`src/rtl/sdram_ref_pkg.sv`:
```
package sdram_ref_pkg;

  localparam int DLY_W = 4;

  typedef enum logic [2:0] {
    ST_IDLE   = 3'd0,
    ST_PALL   = 3'd1,
    ST_GAP    = 3'd2,
    ST_AREF   = 3'd3,
    ST_LOCK   = 3'd4,
    ST_SENTRY = 3'd5,
    ST_SHOLD  = 3'd6
  } seq_state_t;

  typedef enum logic [1:0] {
    CMD_DESEL = 2'd0,
    CMD_NOP   = 2'd1,
    CMD_PALL  = 2'd2,
    CMD_REF   = 2'd3
  } cmd_t;

  typedef struct packed {
    logic cs_n;
    logic ras_n;
    logic cas_n;
    logic we_n;
    logic cke;
    logic a10;
  } pins_t;

  // precharge-to-refresh distance in cycles
  function automatic logic [DLY_W-1:0] gap_cycles(input logic [1:0] code);
    gap_cycles = DLY_W'({2'b00, code}) + DLY_W'(1);
  endfunction

  // lockout after each refresh command in cycles
  function automatic logic [DLY_W-1:0] trc_cycles(input logic [1:0] code);
    case (code)
      2'd0:    trc_cycles = DLY_W'(2);
      2'd1:    trc_cycles = DLY_W'(3);
      2'd2:    trc_cycles = DLY_W'(5);
      default: trc_cycles = DLY_W'(8);
    endcase
  endfunction

  function automatic pins_t cmd_pins(input cmd_t c, input logic cke_v);
    pins_t p;
    p.cke = cke_v;
    p.a10 = 1'b0;
    case (c)
      CMD_NOP:  {p.cs_n, p.ras_n, p.cas_n, p.we_n} = 4'b0111;
      CMD_PALL: begin
        {p.cs_n, p.ras_n, p.cas_n, p.we_n} = 4'b0010;
        p.a10 = 1'b1;
      end
      CMD_REF:  {p.cs_n, p.ras_n, p.cas_n, p.we_n} = 4'b0001;
      default:  {p.cs_n, p.ras_n, p.cas_n, p.we_n} = 4'b1111;
    endcase
    return p;
  endfunction

endpackage

```
`src/rtl/sdram_ref_timer.sv`:
```
module sdram_ref_timer #(
  parameter int W = sdram_ref_pkg::DLY_W
) (
  input  logic         clk,
  input  logic         rst_n,
  input  logic         load,
  input  logic [W-1:0] load_val,
  output logic         last
);

  logic [W-1:0] cnt_q;
  logic [W-1:0] cnt_d;
  logic         cnt_en;

  always_comb begin
    cnt_en = load || (cnt_q != '0);
    if (load) cnt_d = load_val;
    else      cnt_d = cnt_q - W'(1);
  end

  always_ff @(posedge clk or negedge rst_n) begin
    if (!rst_n)      cnt_q <= '0;
    else if (cnt_en) cnt_q <= cnt_d;
  end

  assign last = (cnt_q == W'(1));

endmodule

```
`src/rtl/sdram_ref_burst.sv`:
```
module sdram_ref_burst #(
  parameter int W = 3
) (
  input  logic         clk,
  input  logic         rst_n,
  input  logic         load,
  input  logic [W-1:0] load_val,
  input  logic         dec,
  output logic         more
);

  logic [W-1:0] left_q;
  logic [W-1:0] left_d;
  logic         left_en;

  always_comb begin
    left_en = load || (dec && (left_q != '0));
    if (load) left_d = load_val;
    else      left_d = left_q - W'(1);
  end

  always_ff @(posedge clk or negedge rst_n) begin
    if (!rst_n)       left_q <= '0;
    else if (left_en) left_q <= left_d;
  end

  assign more = (left_q != '0);

endmodule

```
`src/rtl/sdram_ref_fsm.sv`:
```
module sdram_ref_fsm
  import sdram_ref_pkg::*;
#(
  parameter int CNT_W = 3
) (
  input  logic             clk,
  input  logic             rst_n,
  input  logic             refresh_en,
  input  logic             mode_self,
  input  logic             req_valid,
  input  logic [CNT_W-1:0] req_count,
  input  logic [1:0]       trp_code,
  input  logic [1:0]       trc_code,
  input  logic             tmr_last,
  input  logic             burst_more,
  output seq_state_t       state,
  output logic             self_path,
  output logic             tmr_load,
  output logic [DLY_W-1:0] tmr_val,
  output logic             cnt_load,
  output logic [CNT_W-1:0] cnt_val,
  output logic             cnt_dec
);

  seq_state_t       state_q, state_d;
  logic             self_q, self_d;
  logic             take;
  logic [DLY_W-1:0] gap_len;
  seq_state_t       after_gap;

  assign gap_len   = gap_cycles(trp_code);
  assign after_gap = self_q ? ST_SENTRY : ST_AREF;

  always_comb begin
    state_d  = state_q;
    self_d   = self_q;
    take     = 1'b0;
    tmr_load = 1'b0;
    tmr_val  = '0;
    cnt_load = 1'b0;
    cnt_val  = '0;
    cnt_dec  = 1'b0;
    unique case (state_q)
      ST_IDLE: begin
        if (refresh_en && mode_self) begin
          take     = 1'b1;
          self_d   = 1'b1;
          cnt_load = 1'b1;
          state_d  = ST_PALL;
        end else if (refresh_en && req_valid && (req_count != '0)) begin
          take     = 1'b1;
          self_d   = 1'b0;
          cnt_load = 1'b1;
          cnt_val  = req_count;
          state_d  = ST_PALL;
        end
      end
      ST_PALL: begin
        if (gap_len == DLY_W'(1)) begin
          state_d = after_gap;
        end else begin
          tmr_load = 1'b1;
          tmr_val  = gap_len - DLY_W'(1);
          state_d  = ST_GAP;
        end
      end
      ST_GAP: begin
        if (tmr_last) state_d = after_gap;
      end
      ST_AREF: begin
        tmr_load = 1'b1;
        tmr_val  = trc_cycles(trc_code);
        cnt_dec  = 1'b1;
        state_d  = ST_LOCK;
      end
      ST_LOCK: begin
        if (tmr_last) state_d = burst_more ? ST_AREF : ST_IDLE;
      end
      ST_SENTRY: begin
        state_d = ST_SHOLD;
      end
      ST_SHOLD: begin
        if (!refresh_en) begin
          tmr_load = 1'b1;
          tmr_val  = trc_cycles(trc_code);
          state_d  = ST_LOCK;
        end
      end
      default: state_d = ST_IDLE;
    endcase
  end

  always_ff @(posedge clk or negedge rst_n) begin
    if (!rst_n) state_q <= ST_IDLE;
    else        state_q <= state_d;
  end

  always_ff @(posedge clk or negedge rst_n) begin
    if (!rst_n)    self_q <= 1'b0;
    else if (take) self_q <= self_d;
  end

  assign state     = state_q;
  assign self_path = self_q;

endmodule

```
`src/rtl/sdram_ref_cmd_out.sv`:
```
module sdram_ref_cmd_out
  import sdram_ref_pkg::*;
(
  input  logic       clk,
  input  logic       rst_n,
  input  seq_state_t state,
  input  logic       self_path,
  output pins_t      pins,
  output logic       ack,
  output logic       busy
);

  cmd_t  cmd;
  logic  cke_d;
  pins_t pins_d;
  logic  ack_d, busy_d;

  always_comb begin
    cke_d = 1'b1;
    case (state)
      ST_PALL:   cmd = CMD_PALL;
      ST_GAP:    cmd = CMD_NOP;
      ST_AREF:   cmd = CMD_REF;
      ST_LOCK:   cmd = CMD_NOP;
      ST_SENTRY: begin cmd = CMD_REF;   cke_d = 1'b0; end
      ST_SHOLD:  begin cmd = CMD_DESEL; cke_d = 1'b0; end
      default:   cmd = CMD_DESEL;
    endcase
    pins_d = cmd_pins(cmd, cke_d);
    ack_d  = (state == ST_PALL) && !self_path;
    busy_d = (state != ST_IDLE);
  end

  always_ff @(posedge clk or negedge rst_n) begin
    if (!rst_n) begin
      pins <= cmd_pins(CMD_DESEL, 1'b1);
      ack  <= 1'b0;
      busy <= 1'b0;
    end else begin
      pins <= pins_d;
      ack  <= ack_d;
      busy <= busy_d;
    end
  end

endmodule

```
`src/rtl/sdram_refresh_seq.sv`:
```
module sdram_refresh_seq
  import sdram_ref_pkg::*;
#(
  parameter int CNT_W = 3
) (
  input  logic             clk,
  input  logic             rst_n,
  input  logic             refresh_en,
  input  logic             mode_self,
  input  logic             req_valid,
  input  logic [CNT_W-1:0] req_count,
  input  logic [1:0]       trp_code,
  input  logic [1:0]       trc_code,
  output logic             req_ack,
  output logic             busy,
  output logic             cs_n,
  output logic             ras_n,
  output logic             cas_n,
  output logic             we_n,
  output logic             cke,
  output logic             a10
);

  logic rst_meta_n, rst_core_n;

  // asynchronous assertion, synchronous release
  always_ff @(posedge clk or negedge rst_n) begin
    if (!rst_n) begin
      rst_meta_n <= 1'b0;
      rst_core_n <= 1'b0;
    end else begin
      rst_meta_n <= 1'b1;
      rst_core_n <= rst_meta_n;
    end
  end

  seq_state_t       state;
  logic             self_path;
  logic             tmr_load, tmr_last;
  logic [DLY_W-1:0] tmr_val;
  logic             cnt_load, cnt_dec, burst_more;
  logic [CNT_W-1:0] cnt_val;
  pins_t            pins;

  sdram_ref_fsm #(.CNT_W(CNT_W)) u_fsm (
    .clk        (clk),
    .rst_n      (rst_core_n),
    .refresh_en (refresh_en),
    .mode_self  (mode_self),
    .req_valid  (req_valid),
    .req_count  (req_count),
    .trp_code   (trp_code),
    .trc_code   (trc_code),
    .tmr_last   (tmr_last),
    .burst_more (burst_more),
    .state      (state),
    .self_path  (self_path),
    .tmr_load   (tmr_load),
    .tmr_val    (tmr_val),
    .cnt_load   (cnt_load),
    .cnt_val    (cnt_val),
    .cnt_dec    (cnt_dec)
  );

  sdram_ref_timer #(.W(DLY_W)) u_timer (
    .clk      (clk),
    .rst_n    (rst_core_n),
    .load     (tmr_load),
    .load_val (tmr_val),
    .last     (tmr_last)
  );

  sdram_ref_burst #(.W(CNT_W)) u_burst (
    .clk      (clk),
    .rst_n    (rst_core_n),
    .load     (cnt_load),
    .load_val (cnt_val),
    .dec      (cnt_dec),
    .more     (burst_more)
  );

  sdram_ref_cmd_out u_out (
    .clk       (clk),
    .rst_n     (rst_core_n),
    .state     (state),
    .self_path (self_path),
    .pins      (pins),
    .ack       (req_ack),
    .busy      (busy)
  );

  assign cs_n  = pins.cs_n;
  assign ras_n = pins.ras_n;
  assign cas_n = pins.cas_n;
  assign we_n  = pins.we_n;
  assign cke   = pins.cke;
  assign a10   = pins.a10;

endmodule

```
`config.mk`:
```
export PLATFORM = sky130hd
export DESIGN_NAME = sdram_refresh_seq
export DESIGN_NICKNAME = d
export VERILOG_FILES = /design/src/rtl/sdram_ref_pkg.sv /design/src/rtl/sdram_ref_timer.sv /design/src/rtl/sdram_ref_burst.sv /design/src/rtl/sdram_ref_fsm.sv /design/src/rtl/sdram_ref_cmd_out.sv /design/src/rtl/sdram_refresh_seq.sv
export SDC_FILE = /design/constraint.sdc
export NUM_CORES = 1
export LEC_CHECK = 0
export ABC_AREA = 1
export ABC_CLOCK_PERIOD_IN_PS = 860
export BUFFER_PORTS_ARGS = -buffer_cell sky130_fd_sc_hd__buf_2
export CAP_MARGIN = 10
export CELL_PAD_IN_SITES_DETAIL_PLACEMENT = 2
export CELL_PAD_IN_SITES_GLOBAL_PLACEMENT = 2
export CORE_MARGIN = 2
export CORE_UTILIZATION = 34
export CTS_BUF_LIST = sky130_fd_sc_hd__clkbuf_4
export CTS_CLUSTER_SIZE = 16
export DETAILED_ROUTE_END_ITERATION = 7
export HOLD_SLACK_MARGIN = 0.02
export PLACE_DENSITY_LB_ADDON = 0.12
export SKIP_LAST_GASP = 1
export SLEW_MARGIN = 20
export SYNTH_ARGS = -nofsm -noshare
export SYNTH_HDL_FRONTEND = slang
export SYNTH_SLANG_ARGS = --single-unit
```
`constraint.sdc`:
```
create_clock -name clk -period 0.86 [get_ports clk]
set_clock_uncertainty 0.05 [all_clocks]
set_input_delay 0.258 -clock clk [delete_from_list [all_inputs] [get_ports clk]]
set_output_delay 0.258 -clock clk [all_outputs]
set_load 0.005 [all_outputs]
```
==> qor.csv, run 1 <==
stage,metric,value,unit
synth,"area leader, netlist",dfrtp_1,
synth,syn_area_per_cell,7.620,um^2
die,io pins,20,
clocking,postcts setup bufs,9,
status,Fail Step,clock tree synthesis (4_1_cts),
placement,gpl congestion,0.8685,
status,Log Error,[ERROR DPL-0033] detailed placement checks failed during check placement.,
synth,Synth Instances,177,
die,row count,22,
die,starting density of the core,0.3603,
clocking,clock root buffer,clkbuf_4,
clocking,CTS Hold Bufs,1,
synth,synth top area cells,"dfrtp_1 30%, nand2_1 14%, ha_1 12%",
placement,Port Buffers,19,
placement,Place WS,-0.7066,ns
status,status,aborted with a tool error,
synth,synth warn,0,
placement,DP Wirelength,4245,um
die,Die H,66.99,um
clocking,Resize count post-CTS,57,
synth,post-synth top area share,0.2968,
clocking,clk buf depth,2,
synth,Synth cell types,22,
synth,Netlist Area Pre-Place,1349,um^2
clocking,CTS Buf Count,3,
synth,sequential fraction of the synthesis area,0.3942,
synth,#FFs+latches synth,21,
clocking,clock sink total,21,
clocking,H-tree depth,1,
die,Die X-Extent,66.99,um
synth,Mapped Nets,202,
through the flow:
stage | area [um^2] | std cells
after floorplan | 1419 | 177
after global placement | 1868 | 282
after detailed placement | 1868 | 282
synthesized netlist by cell type:
cell type	count
a21oi_1	5
buf_6	1
conb_1	1
dfrtp_1	16
dfstp_2	5
ha_1	13
inv_1	25
inv_2	3
nand2_1	51
nand2_2	3
nand3_1	16
nand3b_1	1
nand4_1	5
nand4_2	1
nor2_1	15
nor2_4	2
nor3_1	2
o21ai_0	6
o21bai_1	1
or2_1	1
xnor2_1	1
xor2_1	3
cell families after synthesis:
kind of cell / count (synthesis) / share of synthesized area
DFF: 21 / 0.3942
buffers and inverters: 29 / 0.08627
adders and majority gates: 13 / 0.1206
AOI/OAI and AO/OA: 12 / 0.04638
and+or+nand+nor: 97 / 0.3237
xor gates and xnor gates: 4 / 0.02598
other: 1 / 0.002780
==> run 2, diff against run 1 <==
Settings changed: CELL_PAD_IN_SITES_DETAIL_PLACEMENT 2 to default, CELL_PAD_IN_SITES_GLOBAL_PLACEMENT 2 to default, CORE_UTILIZATION 34 to 30, CTS_BUF_LIST sky130_fd_sc_hd__clkbuf_4 to default, CTS_CLUSTER_SIZE 16 to default, HOLD_SLACK_MARGIN 0.02 to default, PLACE_DENSITY_LB_ADDON 0.12 to 0.15.
==> qor.csv, run 2 <==
stage,metric,value,unit
layout,register area,535.5,um^2
route,Initial DRT Pass Iterations,4,
route,First DRT Iteration DRCs,40,
synth,asr flop ratio synth,1.000,
setup_path,cell mode on critical path,nor2_1,
pwr,Seq pwr share,0.269,
die,Die H,71.05,um
synth,Adder-Cell Fraction of Synth Area,0.1206,
synth,Netlist Area Pre-Place,1349,um^2
synth,cell with the most instances after synthesis,nand2_1,
global_routing,grt ovf,0,
pwr,clock share of power,0.099,
die,Die X-Extent,71.05,um
setup_path,crit path cell chain,buf_4 -> nor2_4 -> nand2_1 -> nor2_1 -> nor2_1 -> a21oi_1,
layout,Layout area overhead,51.58,%
sta,fmax,744.0,MHz
pwr,P_int,3.847,mW
placement,gpl congestion,0.8198,
layout,most frequent cells in the layout,"39 x nand2_1, 37 x buf_4, 24 x inv_1, 18 x buf_2",
clocking,CTS Buf Count,3,
synth,number of flops mapped to enable cells by yosys,0,
sta,post-route setup slack,-0.4841,ns
route,Via density,4.538,
synth,post-synthesis mux area share,0,
clocking,worst-skew pair later-pin latency,0.26,ns
placement,dpl cell area,1836,um^2
synth,post-synthesis simple-gate area fraction,0.3237,
die,core box area,4354,um^2
sta,hold slack final,0.1458,ns
status,status,finished with violations,
layout,Final #Nets,266,
layout,max FFs per register,6,
route,via count,1325,
die,io pins,20,
synth,#FFs+latches synth,21,
placement,dpl cells,281,
layout,Finished Cell Area,2044,um^2
setup_path,Crit Path Max Fanout,5,
synth,Synth Area in Compound Gates,0.04638,
layout,share of cells above drive strength 1,0.4458,
sta,Final Cycle Share,1.563,
global_routing,first-pass GRT wire length,6210,um
layout,Top reg by flops,u_out.pins,
route,Post-Route WL,3566,um
setup_path,CP top delay family,flip-flops,
setup_path,Crit. End Element,flip-flop,
layout,fin util,0.4695,
global_routing,GRT Util Overall,0.1529,
setup_path,crit path kind,flip-flop to flip-flop,
clocking,clk slew on worst S/H paths,0.09,ns
clocking,clock root buffer,clkbuf_8,
pwr,P_sw,2.897,mW
synth,Mapped Nets,202,
synth,synth top area cells,"dfrtp_1 30%, nand2_1 14%, ha_1 12%",
worst_hold_path,Min-Delay Path Class,flip-flop to async pin,
layout,FILL cells,430,
setup_path,CP max stage delay,0.48,ns
clocking,clock sink total,21,
die,row count,24,
pwr,Peak supply drop,1.125,mV
clocking,TritonCTS clock tree,yes,
route,routed len/inst,12.21,um
placement,DP Wirelength,2552,um
pwr,combinational group share of total power,0.632,
synth,synth warn,0,
run,Max Cap Violations,0,
setup_path,CP max-delay cell,dfrtp_2,
synth,Synth Instances,177,
sta,"Slew Viols, Final",0,
clocking,H-tree depth,1,
synth,syn_area_per_cell,7.620,um^2
layout,area occupied by multi-input gates,850.8,um^2
synth,largest family of logic cells by synthesized area,simple AND/OR/NAND/NOR gates,
synth,post-synth top area share,0.2968,
status,failing checks,negative setup slack,
synth,Post-Synth XOR/XNOR Area,0.02597,
clocking,clk buf depth,2,
global_routing,largest net degree at the start of global routing,20,
setup_path,startpoint types,flip-flop,
route,DR DRC count,0,
setup_path,crit path DAT,1.48,ns
layout,"most common cell after layout, fill and taps aside",nand2_1,
sta,setup_tns,-10.20,ns
placement,Place WS,-0.5180,ns
sta,RSZ-0062 raised after global routing,yes,
layout,antenna cells,0,
sta,Finish-stage setup viols,27,
layout,Top Registers,"u_out.pins x6, u_timer.cnt_q x4",
synth,Synth cell types,22,
global_routing,vias in the first global route,1410,
synth,top_reg_cell synth,dfrtp_1,
pwr,Design Power,6.744,mW
die,Die Area,5048,um^2
sta,"Hold Vio Cnt, Final",0,
synth,most instantiated cells after synthesis,"51 x nand2_1, 25 x inv_1, 16 x dfrtp_1, 16 x nand3_1, 15 x nor2_1",
synth,sequential fraction of the synthesis area,0.3942,
pwr,PwrDens,3299,nW/um^2
setup_path,"Req. time, crit path",1.00,ns
synth,"area leader, netlist",dfrtp_1,
placement,Port Buffers,19,
global_routing,initial antenna violation count,0,
route,Final ANT Viol Nets,0,
layout,fin cells,292,
sta,post-layout min period,1.344,ns
die,starting density of the core,0.3098,
pwr,sw frac,0.4295,
pwr,P_leak,1.108,nW
setup_path,Critical path buffers and inverters,1,
==> run 2: logic make-up after synthesis <==
group                      count (synthesis)
xor gates and xnor gates                   4
adders and majority gates                 13
buffers and inverters                     29
and+or+nand+nor                           97
AOI/OAI and AO/OA                         12
other                                      1
DFF                                       21
==> run 2: layout make-up <==
type | count | share of cell area
multi-input combinational | 127 | 0.4162
timing repair buffer | 60 | 0.2111
clock buffer | 3 | 0.02020
sequential | 21 | 0.2619
inverter | 28 | 0.05630
clock inverter | 1 | 0.002448
tap | 52 | 0.03182
==> run 2: layer usage <==
metal | vias to the layer above | GRT usage | wire (um)
met5 | - | 0 | 0
met4 | 0 | 0.03564 | 68
met2 | 21 | 0.2876 | 1826
li1 | 673 | - | -
met3 | 8 | 0.02422 | 107
met1 | 623 | 0.1811 | 1564
==> run 2: final timing paths <==
path | slack [ns] | depth (start not counted) | end | start
max in group asynchronous | 0.39 | 1 | u_out.pins[2] | rst_core_n
min in group clk | 0.31 | 0 | rst_core_n | rst_meta_n
min | 0.15 | 1 | u_fsm.state[1] | rst_core_n
min reg2reg | 0.15 | 1 | u_fsm.state[1] | rst_core_n
max | -0.48 | 6 | u_timer.cnt_q[3] | u_fsm.state[1]
max reg2reg | -0.48 | 6 | u_timer.cnt_q[3] | u_fsm.state[1]
==> run 2: timing repair <==
item	4_1_cts	5_1_grt
pin swaps	8	2
buffers inserted	2	4
hold buffers	1	0
gates resized for setup	18	16
endpoints found under the setup margin	27	27
hold endpoints to repair	2	0
==> run 2: power by group through the flow <==
| stage | logic, mW | registers (mW) | clock network (mW) |
|---|---|---|---|
| floorplan | 2.17 | 1.78 | 0 |
| global placement | 3.52 | 1.76 | 0 |
| detailed placement | 3.57 | 1.77 | 0 |
| CTS | 3.87 | 1.79 | 0.695 |
| global route | 4.79 | 1.88 | 0.748 |
| finish | 4.26 | 1.81 | 0.669 |
Note: power is estimated with default switching activity, not from simulation.
